## config.mk

```make
export PLATFORM = sky130hd
export DESIGN_NAME = mlx_predecode
export DESIGN_NICKNAME = d
export VERILOG_FILES = /design/src/rtl/mlx_pkg.sv /design/src/rtl/mlx_fmt_classify.sv /design/src/rtl/mlx_half_buf.sv /design/src/rtl/mlx_out_stage.sv /design/src/rtl/mlx_predecode.sv
export SDC_FILE = /design/constraint.sdc
export NUM_CORES = 1
export LEC_CHECK = 0
export BUFFER_PORTS_ARGS = -buffer_cell sky130_fd_sc_hd__buf_2
export CORE_MARGIN = 1.5
export CORE_UTILIZATION = 38
export CTS_CLUSTER_SIZE = 25
export DETAILED_ROUTE_END_ITERATION = 10
export PLACE_DENSITY = 0.7
export SKIP_CTS_REPAIR_TIMING = 1
export SLEW_MARGIN = 20
export SYNTH_ARGS = -nofsm -noshare
export SYNTH_HDL_FRONTEND = slang
export SYNTH_SLANG_ARGS = --single-unit
```

## constraint.sdc

```tcl
create_clock -name clk -period 1.4 [get_ports clk]
set_clock_uncertainty 0.05 [all_clocks]
set_input_delay 0.28 -clock clk [delete_from_list [all_inputs] [get_ports clk]]
set_output_delay 0.28 -clock clk [all_outputs]
set_load 0.01 [all_outputs]
```

## src/rtl/mlx_pkg.sv

```systemverilog
package mlx_pkg;

   typedef enum logic [1:0] {
      FMT_LONG = 2'b00,
      FMT_BAD  = 2'b01,
      FMT_DUAL = 2'b10,
      FMT_STD  = 2'b11
   } fmt_e;

   function automatic logic fmt_is_wide(fmt_e f);
      return (f == FMT_DUAL) || (f == FMT_LONG);
   endfunction

endpackage

```

## src/rtl/mlx_fmt_classify.sv

```systemverilog
module mlx_fmt_classify
   import mlx_pkg::*;
(
   input  logic [1:0] fmt_bits,
   output fmt_e       fmt,
   output logic       wide,
   output logic       bad
);
   always_comb begin
      fmt  = fmt_e'(fmt_bits);
      wide = fmt_is_wide(fmt);
      bad  = (fmt == FMT_BAD);
   end
endmodule

```

## src/rtl/mlx_half_buf.sv

```systemverilog
module mlx_half_buf
   import mlx_pkg::*;
#(
   parameter int WORD_W = 32,
   parameter int PC_W   = 32
) (
   input  logic              clk,
   input  logic              rst_n,
   input  logic              clr,
   input  logic              load,
   input  logic              consume,
   input  logic [WORD_W-1:0] word_in,
   input  logic [PC_W-1:0]   pc_in,
   input  fmt_e              fmt_in,
   output logic              pend,
   output logic [WORD_W-1:0] word,
   output logic [PC_W-1:0]   pc,
   output fmt_e              fmt
);
   always_ff @(posedge clk) begin
      if (!rst_n) begin
         pend <= 1'b0;
         word <= '0;
         pc   <= '0;
         fmt  <= FMT_STD;
      end else if (clr) begin
         pend <= 1'b0;
      end else if (load) begin
         pend <= 1'b1;
         word <= word_in;
         pc   <= pc_in;
         fmt  <= fmt_in;
      end else if (consume) begin
         pend <= 1'b0;
      end
   end
endmodule

```

## src/rtl/mlx_out_stage.sv

```systemverilog
module mlx_out_stage
   import mlx_pkg::*;
#(
   parameter int WORD_W          = 32,
   parameter int PC_W            = 32,
   parameter int LEN_W           = 4,
   parameter bit ZERO_IDLE_SLOTS = 1'b1
) (
   input  logic              clk,
   input  logic              rst_n,
   input  logic              clr,
   input  logic              load,
   input  logic              pop,
   input  fmt_e              fmt_in,
   input  logic [LEN_W-1:0]  len_in,
   input  logic [PC_W-1:0]   pc_in,
   input  logic [WORD_W-1:0] lo_in,
   input  logic [WORD_W-1:0] hi_in,
   input  logic              bad_in,
   output logic              valid,
   output fmt_e              fmt,
   output logic [LEN_W-1:0]  len,
   output logic [PC_W-1:0]   pc,
   output logic [WORD_W-1:0] lo,
   output logic [WORD_W-1:0] hi,
   output logic              bad,
   output logic [WORD_W-1:0] slot_a,
   output logic [WORD_W-1:0] slot_b
);
   always_ff @(posedge clk) begin
      if (!rst_n) begin
         valid <= 1'b0;
         fmt   <= FMT_STD;
         len   <= '0;
         pc    <= '0;
         lo    <= '0;
         hi    <= '0;
         bad   <= 1'b0;
      end else if (clr) begin
         valid <= 1'b0;
      end else if (load) begin
         valid <= 1'b1;
         fmt   <= fmt_in;
         len   <= len_in;
         pc    <= pc_in;
         lo    <= lo_in;
         hi    <= hi_in;
         bad   <= bad_in;
      end else if (pop) begin
         valid <= 1'b0;
      end
   end

   generate
      if (ZERO_IDLE_SLOTS) begin : g_gated_slots
         always_comb begin
            slot_a = (fmt == FMT_DUAL) ? lo : '0;
            slot_b = (fmt == FMT_DUAL) ? hi : '0;
         end
      end else begin : g_raw_slots
         always_comb begin
            slot_a = lo;
            slot_b = hi;
         end
      end
   endgenerate
endmodule

```

## src/rtl/mlx_predecode.sv

```systemverilog
module mlx_predecode
   import mlx_pkg::*;
#(
   parameter int WORD_W          = 32,
   parameter int PC_W            = 32,
   parameter bit ZERO_IDLE_SLOTS = 1'b1,
   localparam int WORD_BYTES     = WORD_W / 8,
   localparam int LEN_W          = $clog2(2 * WORD_BYTES + 1)
) (
   input  logic              clk,
   input  logic              rst_n,
   input  logic              flush,
   input  logic              in_valid,
   output logic              in_ready,
   input  logic [WORD_W-1:0] in_word,
   input  logic [PC_W-1:0]   in_pc,
   output logic              out_valid,
   input  logic              out_ready,
   output logic [1:0]        out_fmt,
   output logic [LEN_W-1:0]  out_len,
   output logic [PC_W-1:0]   out_pc,
   output logic [WORD_W-1:0] out_lo,
   output logic [WORD_W-1:0] out_hi,
   output logic              out_illegal,
   output logic [WORD_W-1:0] out_slot_a,
   output logic [WORD_W-1:0] out_slot_b
);
   localparam logic [LEN_W-1:0] LEN_SHORT = LEN_W'(WORD_BYTES);
   localparam logic [LEN_W-1:0] LEN_WIDE  = LEN_W'(2 * WORD_BYTES);

   generate
      if (WORD_W < 8 || (WORD_W % 8) != 0) begin : g_bad_word
         $fatal(1, "WORD_W must be a whole number of bytes");
      end
      if (PC_W < 2) begin : g_bad_pc
         $fatal(1, "PC_W must be at least 2");
      end
   endgenerate

   fmt_e              in_fmt;
   logic              in_wide;
   logic              in_bad;
   logic              accept;
   logic              half_pend;
   logic [WORD_W-1:0] half_word;
   logic [PC_W-1:0]   half_pc;
   fmt_e              half_fmt;
   logic              out_load;
   fmt_e              nxt_fmt;
   logic [LEN_W-1:0]  nxt_len;
   logic [PC_W-1:0]   nxt_pc;
   logic [WORD_W-1:0] nxt_lo;
   logic [WORD_W-1:0] nxt_hi;
   logic              nxt_bad;
   fmt_e              st_fmt;

   mlx_fmt_classify u_cls (
      .fmt_bits (in_word[1:0]),
      .fmt      (in_fmt),
      .wide     (in_wide),
      .bad      (in_bad)
   );

   assign in_ready = !flush && (!out_valid || out_ready);
   assign accept   = in_valid && in_ready;
   assign out_load = accept && (half_pend || !in_wide);

   mlx_half_buf #(.WORD_W(WORD_W), .PC_W(PC_W)) u_half (
      .clk     (clk),
      .rst_n   (rst_n),
      .clr     (flush),
      .load    (accept && !half_pend && in_wide),
      .consume (accept && half_pend),
      .word_in (in_word),
      .pc_in   (in_pc),
      .fmt_in  (in_fmt),
      .pend    (half_pend),
      .word    (half_word),
      .pc      (half_pc),
      .fmt     (half_fmt)
   );

   always_comb begin
      if (half_pend) begin
         nxt_fmt = half_fmt;
         nxt_len = LEN_WIDE;
         nxt_pc  = half_pc;
         nxt_lo  = half_word;
         nxt_hi  = in_word;
         nxt_bad = 1'b0;
      end else begin
         nxt_fmt = in_fmt;
         nxt_len = LEN_SHORT;
         nxt_pc  = in_pc;
         nxt_lo  = in_word;
         nxt_hi  = '0;
         nxt_bad = in_bad;
      end
   end

   mlx_out_stage #(
      .WORD_W          (WORD_W),
      .PC_W            (PC_W),
      .LEN_W           (LEN_W),
      .ZERO_IDLE_SLOTS (ZERO_IDLE_SLOTS)
   ) u_out (
      .clk    (clk),
      .rst_n  (rst_n),
      .clr    (flush),
      .load   (out_load),
      .pop    (out_valid && out_ready),
      .fmt_in (nxt_fmt),
      .len_in (nxt_len),
      .pc_in  (nxt_pc),
      .lo_in  (nxt_lo),
      .hi_in  (nxt_hi),
      .bad_in (nxt_bad),
      .valid  (out_valid),
      .fmt    (st_fmt),
      .len    (out_len),
      .pc     (out_pc),
      .lo     (out_lo),
      .hi     (out_hi),
      .bad    (out_illegal),
      .slot_a (out_slot_a),
      .slot_b (out_slot_b)
   );

   assign out_fmt = st_fmt;
endmodule

```

; Yosys cells after proc, flatten, opt, wreduce, memory -nomap -nowiden
; Index checks and enable logic that the tools add are counted.
[word_totals]
wordCells = 48
reg_bits = 171
input_bits = 69
[classes]
n_mux = 12
n_eq_ne = 3
reduce_logical = 20
bitwise_logic = 2
[ops]
columns = cell, count
row1 = two-way mux 32 bit, 5
row2 = logical AND 1 bit, 7
row3 = two-way mux 1 bit, 5
row4 = equality test 2 bit (second input constant), 2
row5 = logical NOT 1 bit, 4
row6 = two-way mux 4 bit, 1
row7 = AND reduction 2 bit, 2
row8 = nonzero test 2 bit, 2
row9 = logical OR 1 bit, 3
row10 = equality test 2 x 1 -> 1 bit (second input constant), 1
row11 = logical NOT 2 bit, 1
row12 = two-way mux 2 bit, 1
row13 = inverter 1 bit, 2
row14 = OR reduction 2 bit, 1

; Depth between registers and ports, before layout
; Gate-level depths: netlist of the first run.
[logic_depth]
word_depth = 7
depth_mapped = 6
mapped_depth_nobuf = 3

; Modules after synthesis
; From an unflattened synthesis of the first run, not the netlist that was laid out.
[hier_totals]
cells_unflattened = 939
hier_area_um2 = 8733.4
[by_module_without_submodules]
columns = module, seq_area_each_um2, area_each_um2, instances, cells_per_inst
row1 = mlx_out_stage, 2082.0, 4657.0, 1, 524
row2 = mlx_half_buf, 1341.3, 2725.1, 1, 292
row3 = mlx_predecode, 0.0, 1318.8, 1, 119
row4 = mlx_fmt_classify, 0.0, 32.5, 1, 4

; Worst setup path before layout of the first run
; OpenSTA, ideal clock, no wires.
[synth_path]
path_kind = reg2reg
startpoint = register u_out.valid
endpoint = register u_half.pc[24]
arrival_time_ns = 1.352
path_slack_ns = -0.073
stages_incl_launch_ff = 7
path_cell_list = dfxtp_1 -> nor2b_1 -> buf_2 -> nor3_2 -> buf_6 -> buf_6 -> mux2i_1
[synth_via]
elab_chain_len = 7
[synth_lines]
columns = item, line_no
row1 = "start, declared", mlx_out_stage.sv:20  ; output logic valid,
row2 = "start signal, assigned", mlx_out_stage.sv:32  ; valid <= 1'b0;
row3 = "start signal, assigned", mlx_out_stage.sv:40  ; valid <= 1'b0;
row4 = "start signal, assigned", mlx_out_stage.sv:42  ; valid <= 1'b1;
row5 = logical NOT 1 bit, mlx_predecode.sv:64  ; assign in_ready = !flush && (!out_valid || out_ready);
row6 = logical OR 1 bit, mlx_predecode.sv:64
row7 = logical AND 1 bit, mlx_predecode.sv:64
row8 = logical AND 1 bit, mlx_predecode.sv:65  ; assign accept = in_valid && in_ready;
row9 = logical AND 1 bit (2 in series), mlx_predecode.sv:72  ; .load (accept && !half_pend && in_wide),
row10 = AND reduction 2 bit (no source line), -
row11 = "end signal, assigned", mlx_half_buf.sv:31  ; pc <= pc_in;
row12 = "end, declared", mlx_half_buf.sv:17  ; output logic [PC_W-1:0] pc,
; Every way passes these cells.
; A chain may end at the register's enable or synchronous reset.

; Final worst setup path of the first run
[layout_path]
startpoint = register u_out.fmt[1]
endpoint = output port out_slot_b[11]
[layout_via]
elab_chain_len = 2
[layout_lines]
columns = item, line_no
row1 = "start, declared", mlx_out_stage.sv:21  ; output fmt_e fmt,
row2 = "start signal, assigned", mlx_out_stage.sv:43  ; fmt <= fmt_in;
row3 = equality test 2 bit, mlx_out_stage.sv:58  ; slot_b = (fmt == FMT_DUAL) ? hi : '0;
row4 = two-way mux 32 bit, mlx_out_stage.sv:58
row5 = "end, declared", mlx_predecode.sv:26  ; output logic [WORD_W-1:0] out_slot_b
; Every way passes these cells.

==> flow_metrics.env, run 1 <==
export IMPL_num_vias=6522
export IMPL_power_frac_clock_pct=43.7
export IMPL_clk_latency_ns=0.43
export IMPL_clkSlewWorstSetupHoldPaths_ns=0.06
export IMPL_maxSlewViolCount=0
export IMPL_cts_max_level=4
export IMPL_grt_overflow_total=0
export IMPL_intPower_mw=8.68
export IMPL_clock_sinks=169
export IMPL_drive_above_1_share_pct=41.3
export IMPL_grt_pass1_vias=5747
export IMPL_regArea_sq_mm=0.00339
export IMPL_setup_ws_ns=-0.405
export IMPL_die_w_um=140
export IMPL_end_kind="output pin"
export IMPL_p_per_area_mw_per_mm2=1100
export IMPL_hold_ws_ns=0.0423
export IMPL_p_leak_nw=4.52
export IMPL_cts_buffers=17
export IMPL_wirelength_um=21800
export IMPL_die_area_sq_mm=0.0197
export IMPL_worst_path_most_repeated_cell="buf_12"
export IMPL_grt_pass1_wl_um=30300
export IMPL_wl_per_cell_um=17.6
export IMPL_multi_input_area_sq_mm=0.00383
export IMPL_finalCriticalPeriod_ns=1.81
export IMPL_path_max_fanout=18
export IMPL_io_pins=238
export IMPL_instances_no_fill=1239
export IMPL_hold_class="in2reg"
export IMPL_timing_critical_path_buf_inv=3
export IMPL_ys_top_cells_by_area="dfxtp_1 47%, mux2i_1 13%, nand2_1 6.7%"
export IMPL_finalHoldViolCount=0
export IMPL_core_sq_mm=0.0186
export IMPL_irDropWorstVdd_mv=0.805
export IMPL_viasPerCell=5.26
export IMPL_synth_sequential_area_ratio_pct=47.1
export IMPL_clk_path_buf_depth=2
export IMPL_total_power_mw=11.5
export IMPL_mostFrequentLayoutCell="buf_2"
export IMPL_crit_required_ns=1.07
export IMPL_start_util_pct=38.5
export IMPL_grt_max_degree=68
export IMPL_cap_viol_max_count=0
export IMPL_switching_share_pct=24.5
export IMPL_ys_warn_count=0
export IMPL_grt_usage_pct=19.5
export IMPL_finalSetupViolations=191
export IMPL_crit_path_top_delay_cell="dfxtp_2"
export IMPL_syn_cell_area_sq_mm=0.00718
export IMPL_rsz0062_at_grt="true"
export IMPL_dieHeight_um=140
export IMPL_crit_type="reg2out"
export IMPL_p_sw_mw=2.81
export IMPL_status="complete, but fails checks"
export IMPL_n_fill_cell=1645
export IMPL_drc_errors=0
export IMPL_critical_path_max_stage_delay_ns=0.33
export IMPL_grt_antenna_before_repair=2
export IMPL_fin_crit_sh_pct=129
export IMPL_dp_cells=1183
export IMPL_yosysTopAreaCell="dfxtp_1"
export IMPL_ant_nets=0
export IMPL_syn_to_final_growth_pct=45.5
export IMPL_drt_iter0_markers=273
export IMPL_cts_root_buf="clkbuf_16"
export IMPL_synth_avg_cell_area_sq_um=9.73
export IMPL_synth_top_area_share_pct=47.1
export IMPL_fin_nets=1062
export IMPL_max_freq_mhz=554
export IMPL_numPortBuffers=235
export IMPL_num_rows=50
export IMPL_dr_pass1_iters=4
export IMPL_placed_area_sq_mm=0.00881
export IMPL_synth_seq_cells=169
export IMPL_fin_area_sq_mm=0.0104
export IMPL_cp_start_kind="register"
export IMPL_power_frac_seq_pct=44.3
export IMPL_syn_instance_count=738
export IMPL_hpwlAfterDp_um=13500
export IMPL_final_cell_mix="231 x buf_2, 165 x dfxtp_1, 127 x nand2_1, 95 x mux2i_1, 63 x and2_1"
export IMPL_path_cells="nor2b_4, buf_12, buf_12, and2_1, buf_2"
export IMPL_critPathTopFamily="buffers and inverters"
export IMPL_pwr_share_comb_pct=12.0
export IMPL_violations="setup timing"
export IMPL_dp_slack_ns=-0.151
export IMPL_ys_types=37
export IMPL_cp_arrival_ns=1.48
export IMPL_cts_tree="built"
export IMPL_place_congestion=0.736
export IMPL_antenna_cells=0
Yosys cell counts (all sizes together):
cell / number
a31oi: 37
buf: 43
or2: 1
a21o: 1
or3: 1
a22o: 31
nor3: 6
nor2b: 4
a22oi: 30
o211ai: 1
o31ai: 1
a221oi: 1
nor4: 1
nor2: 2
nand2: 128
mux2: 1
mux2i: 96
o21ai: 3
nand2b: 3
clkbuf: 33
a211oi: 34
o2bb2ai: 29
conb: 1
nand3: 4
o22ai: 2
a21oi: 3
nand4: 1
dfxtp: 169
inv: 7
and2: 64
registers in the layout, summed over array words and instances, names as in the netlist:
signal	cells
u_half.pc	32
u_out.len	2
u_out.hi	32
u_half.fmt	2
u_out.fmt	2
u_out.lo	32
u_half.pend	1
u_half.word	32
u_out.bad	1
u_out.pc	32
u_out.valid	1
cells by family (layout without fill, tap and decap cells):
kind of cell           count (synthesis)  in the layout  synth area share [%]
flip-flops                           169            169                  47.1
AO/OA/AOI/OAI                        173            173                  18.5
other                                  1              2                0.0522
buffers and inverters                 83            349                  6.45
AND/OR/NAND/NOR                      215            215                  14.4
multiplexers                          97             97                  13.5
layout make-up:
| cell class | count | share of cell area [%] |
|---|---|---|
| Multi-Input combinational cell | 487 | 36.6 |
| Clock buffer | 20 | 4.37 |
| Timing Repair Buffer | 311 | 21.8 |
| Clock inverter | 11 | 1.63 |
| Inverter | 7 | 0.252 |
| Tap cell | 234 | 2.80 |
| Sequential cell | 169 | 32.5 |
power groups by stage:
stage	registers, mW	clock network (mW)	logic, mW
2_1_floorplan	5.20	0	0.595
3_3_place_gp	5.18	0	1.05
3_5_place_dp	5.18	0	1.07
4_1_cts	5.08	5.11	1.07
5_1_grt	5.11	5.34	1.48
6_report	5.09	5.02	1.38
path summary, 6_finish.rpt:
| check | start | end | slack [ns] | cells after the start |
|---|---|---|---|---|
| max | u_out.fmt[1] | out_slot_b[11] | -0.41 | 5 |
| min | in_word[21] | u_out.hi[21] | 0.04 | 2 |
| max reg2reg | u_half.pend | u_half.word[15] | -0.11 | 5 |
| min reg2reg | u_out.len[3] | u_out.len[3] | 0.41 | 1 |
per-layer routing:
layer	wire length, um	vias up	part of all wire, %	GRT usage [%]
met5	27	-	0.12	0
met4	478	4	2.2	6.63
met3	1270	35	5.8	5.50
met2	10600	219	48	32.4
met1	9480	3120	43	24.2
li1	-	3144	-	-
stage by stage:
stage                     TNS (ns)  utilization [%]
after global routing        -40.96             56.0
after detailed placement    -12.41             47.3
after floorplan              -1.79                -
final                       -30.57             56.0
after global placement      -10.30             47.3
after CTS                   -31.15             50.6
(Power assumes the default switching activity.)
==> run 2, diff against run 1 <==
Settings changed: CORE_UTILIZATION 38 to 30, CTS_BUF_LIST set to sky130_fd_sc_hd__clkbuf_4, PLACE_DENSITY 0.7 to 0.59.
==> run 2 against run 1 <==
  * The run still ends with setup timing left
  * Critical path depth unchanged
  * First-iteration DRC count down 16%
  * Critical endpoint is now out_slot_a[21]
  * Clock power down 38%
  * Routed wire length up 21%
  * Cell count up 15%
  * Design area up 17%
  * Largest power group unchanged
  * Via count up 8.0%
  * Worst setup slack worse by 0.17 ns
  * Sequential power about the same
  * Global-route usage down 3.2 points
==> flow_metrics.env, run 2 (synthesized netlist as in run 1, its figures left out) <==
export IMPL_syn_to_final_growth_pct=70.3
export IMPL_num_vias=7044
export IMPL_cts_tree="built"
export IMPL_setup_ws_ns=-0.578
export IMPL_final_cell_mix="133 x buf_2, 127 x nand2_1, 127 x buf_6, 95 x mux2i_1, 92 x dfxtp_2"
export IMPL_hold_class="in2reg"
export IMPL_grt_max_degree=76
export IMPL_critical_path_startpoint="u_out.fmt[1]"
export IMPL_irDropWorstVdd_mv=0.551
export IMPL_wl_per_cell_um=18.5
export IMPL_grt_pass1_wl_um=30800
export IMPL_drc_errors=0
export IMPL_finalHoldViolCount=0
export IMPL_reg2reg_from="u_out.valid"
export IMPL_grt_antenna_before_repair=5
export IMPL_clkSlewWorstSetupHoldPaths_ns=0.14
export IMPL_clk_path_buf_depth=2
export IMPL_maxSlewViolCount=0
export IMPL_p_leak_nw=5.01
export IMPL_fin_nets=1161
export IMPL_die_w_um=158
export IMPL_clock_sinks=169
export IMPL_regArea_sq_mm=0.00354
export IMPL_cts_root_buf="clkbuf_4"
export IMPL_p_per_area_mw_per_mm2=818
export IMPL_fin_crit_sh_pct=141
export IMPL_grt_pass1_vias=5446
export IMPL_multi_input_area_sq_mm=0.00389
export IMPL_cts_max_level=4
export IMPL_numPortBuffers=235
export IMPL_wirelength_um=26400
export IMPL_mostFrequentLayoutCell="buf_2"
export IMPL_rsz0062_at_grt="true"
export IMPL_end_kind="output pin"
export IMPL_grt_usage_pct=16.2
export IMPL_hold_start="in_valid"
export IMPL_grt_overflow_total=0
export IMPL_drt_iter0_markers=230
export IMPL_finalCriticalPeriod_ns=1.98
export IMPL_dieHeight_um=158
export IMPL_violations="setup timing"
export IMPL_io_pins=238
export IMPL_die_area_sq_mm=0.0249
export IMPL_hold_ws_ns=0.122
export IMPL_crit_type="reg2out"
export IMPL_max_freq_mhz=505
export IMPL_tightest_slew_ns=0.570
export IMPL_num_rows=56
export IMPL_total_power_mw=10.0
export IMPL_place_congestion=0.744
export IMPL_cp_arrival_ns=1.65
export IMPL_hpwlAfterDp_um=14200
export IMPL_cts_buffers=17
export IMPL_status="complete, but fails checks"
export IMPL_final_util_pct=52.1
export IMPL_finalSetupViolations=238
export IMPL_cap_viol_max_count=0
export IMPL_start_util_pct=30.6
export IMPL_dr_pass1_iters=5
export IMPL_cp_start_kind="register"
export IMPL_core_sq_mm=0.0235
export IMPL_clk_latency_ns=0.57
export IMPL_path_max_fanout=9
export IMPL_ant_nets=0
export IMPL_max_slew_margin_pct=62.0
export IMPL_drive_above_1_share_pct=51.7
export IMPL_viasPerCell=4.93
export IMPL_crit_required_ns=1.07
export IMPL_n_fill_cell=2054
-- run 2: changes by cell type in the layout (fill, tap and decap cells not counted), sizes merged --
cell and change:
diode +6, buf +24, dlygate4sd3 +65, bufinv -1, clkinvlp +1, clkbuf +10
inv -1, clkinv +2
-- run 2: final cells by class --
type,count,area share (%)
Timing Repair Buffer,410,33.2
Clock buffer,20,1.23
Antenna cell,6,0.123
Inverter,7,0.215
Tap cell,319,3.26
Clock inverter,12,1.23
Multi-Input combinational cell,487,31.8
Sequential cell,169,28.9
-- run 2: report_power, final --
| part | internal, mW | total (mW) | leakage, nW | switching, mW |
|---|---|---|---|---|
| logic | 0.941 | 1.78 | 3.44 | 0.842 |
| clock network | 1.29 | 3.10 | 0.151 | 1.81 |
| registers | 4.98 | 5.12 | 1.42 | 0.137 |
| total | 7.21 | 10.0 | 5.01 | 2.79 |
-- run 2: path summary, 6_finish.rpt --
kind                           to  slack (ns)  cells past startpoint
setup / recovery   out_slot_a[21]       -0.58                      5
hold / removal        u_half.pend        0.12                      4
setup reg to reg     u_out.hi[17]       -0.52                     11
hold reg to reg   u_half.word[20]        0.42                      2
-- run 2: through the flow --
stage	cells	setup TNS [ns]	instance area, sq um	worst slack, ns
after global placement	1261	-10.26	8870	-0.106
after global routing	1427	-90.23	12200	-0.691
final	1430	-68.23	12200	-0.578
after detailed placement	1261	-13.38	8870	-0.136
after floorplan	739	-1.79	7200	-0.0381
after CTS	1293	-53.46	9170	-0.657
-- run 2: critical path, cell delays in order, from the launching register on --
cell and delay [ns]:
dfxtp_2 0.36, nor2b_4 0.17, buf_12 0.15, clkbuf_16 0.15
and2_1 0.13, buf_2 0.13
-- run 2: per-layer routing --
metal	part of all wire, %	GRT usage [%]	vias up	wire length [um]
li1	-	-	3349	-
met1	44	21.0	3438	11600
met2	50	25.8	241	13100
met3	5.8	5.58	16	1520
met4	0.63	3.77	0	167
met5	0	0	-	0
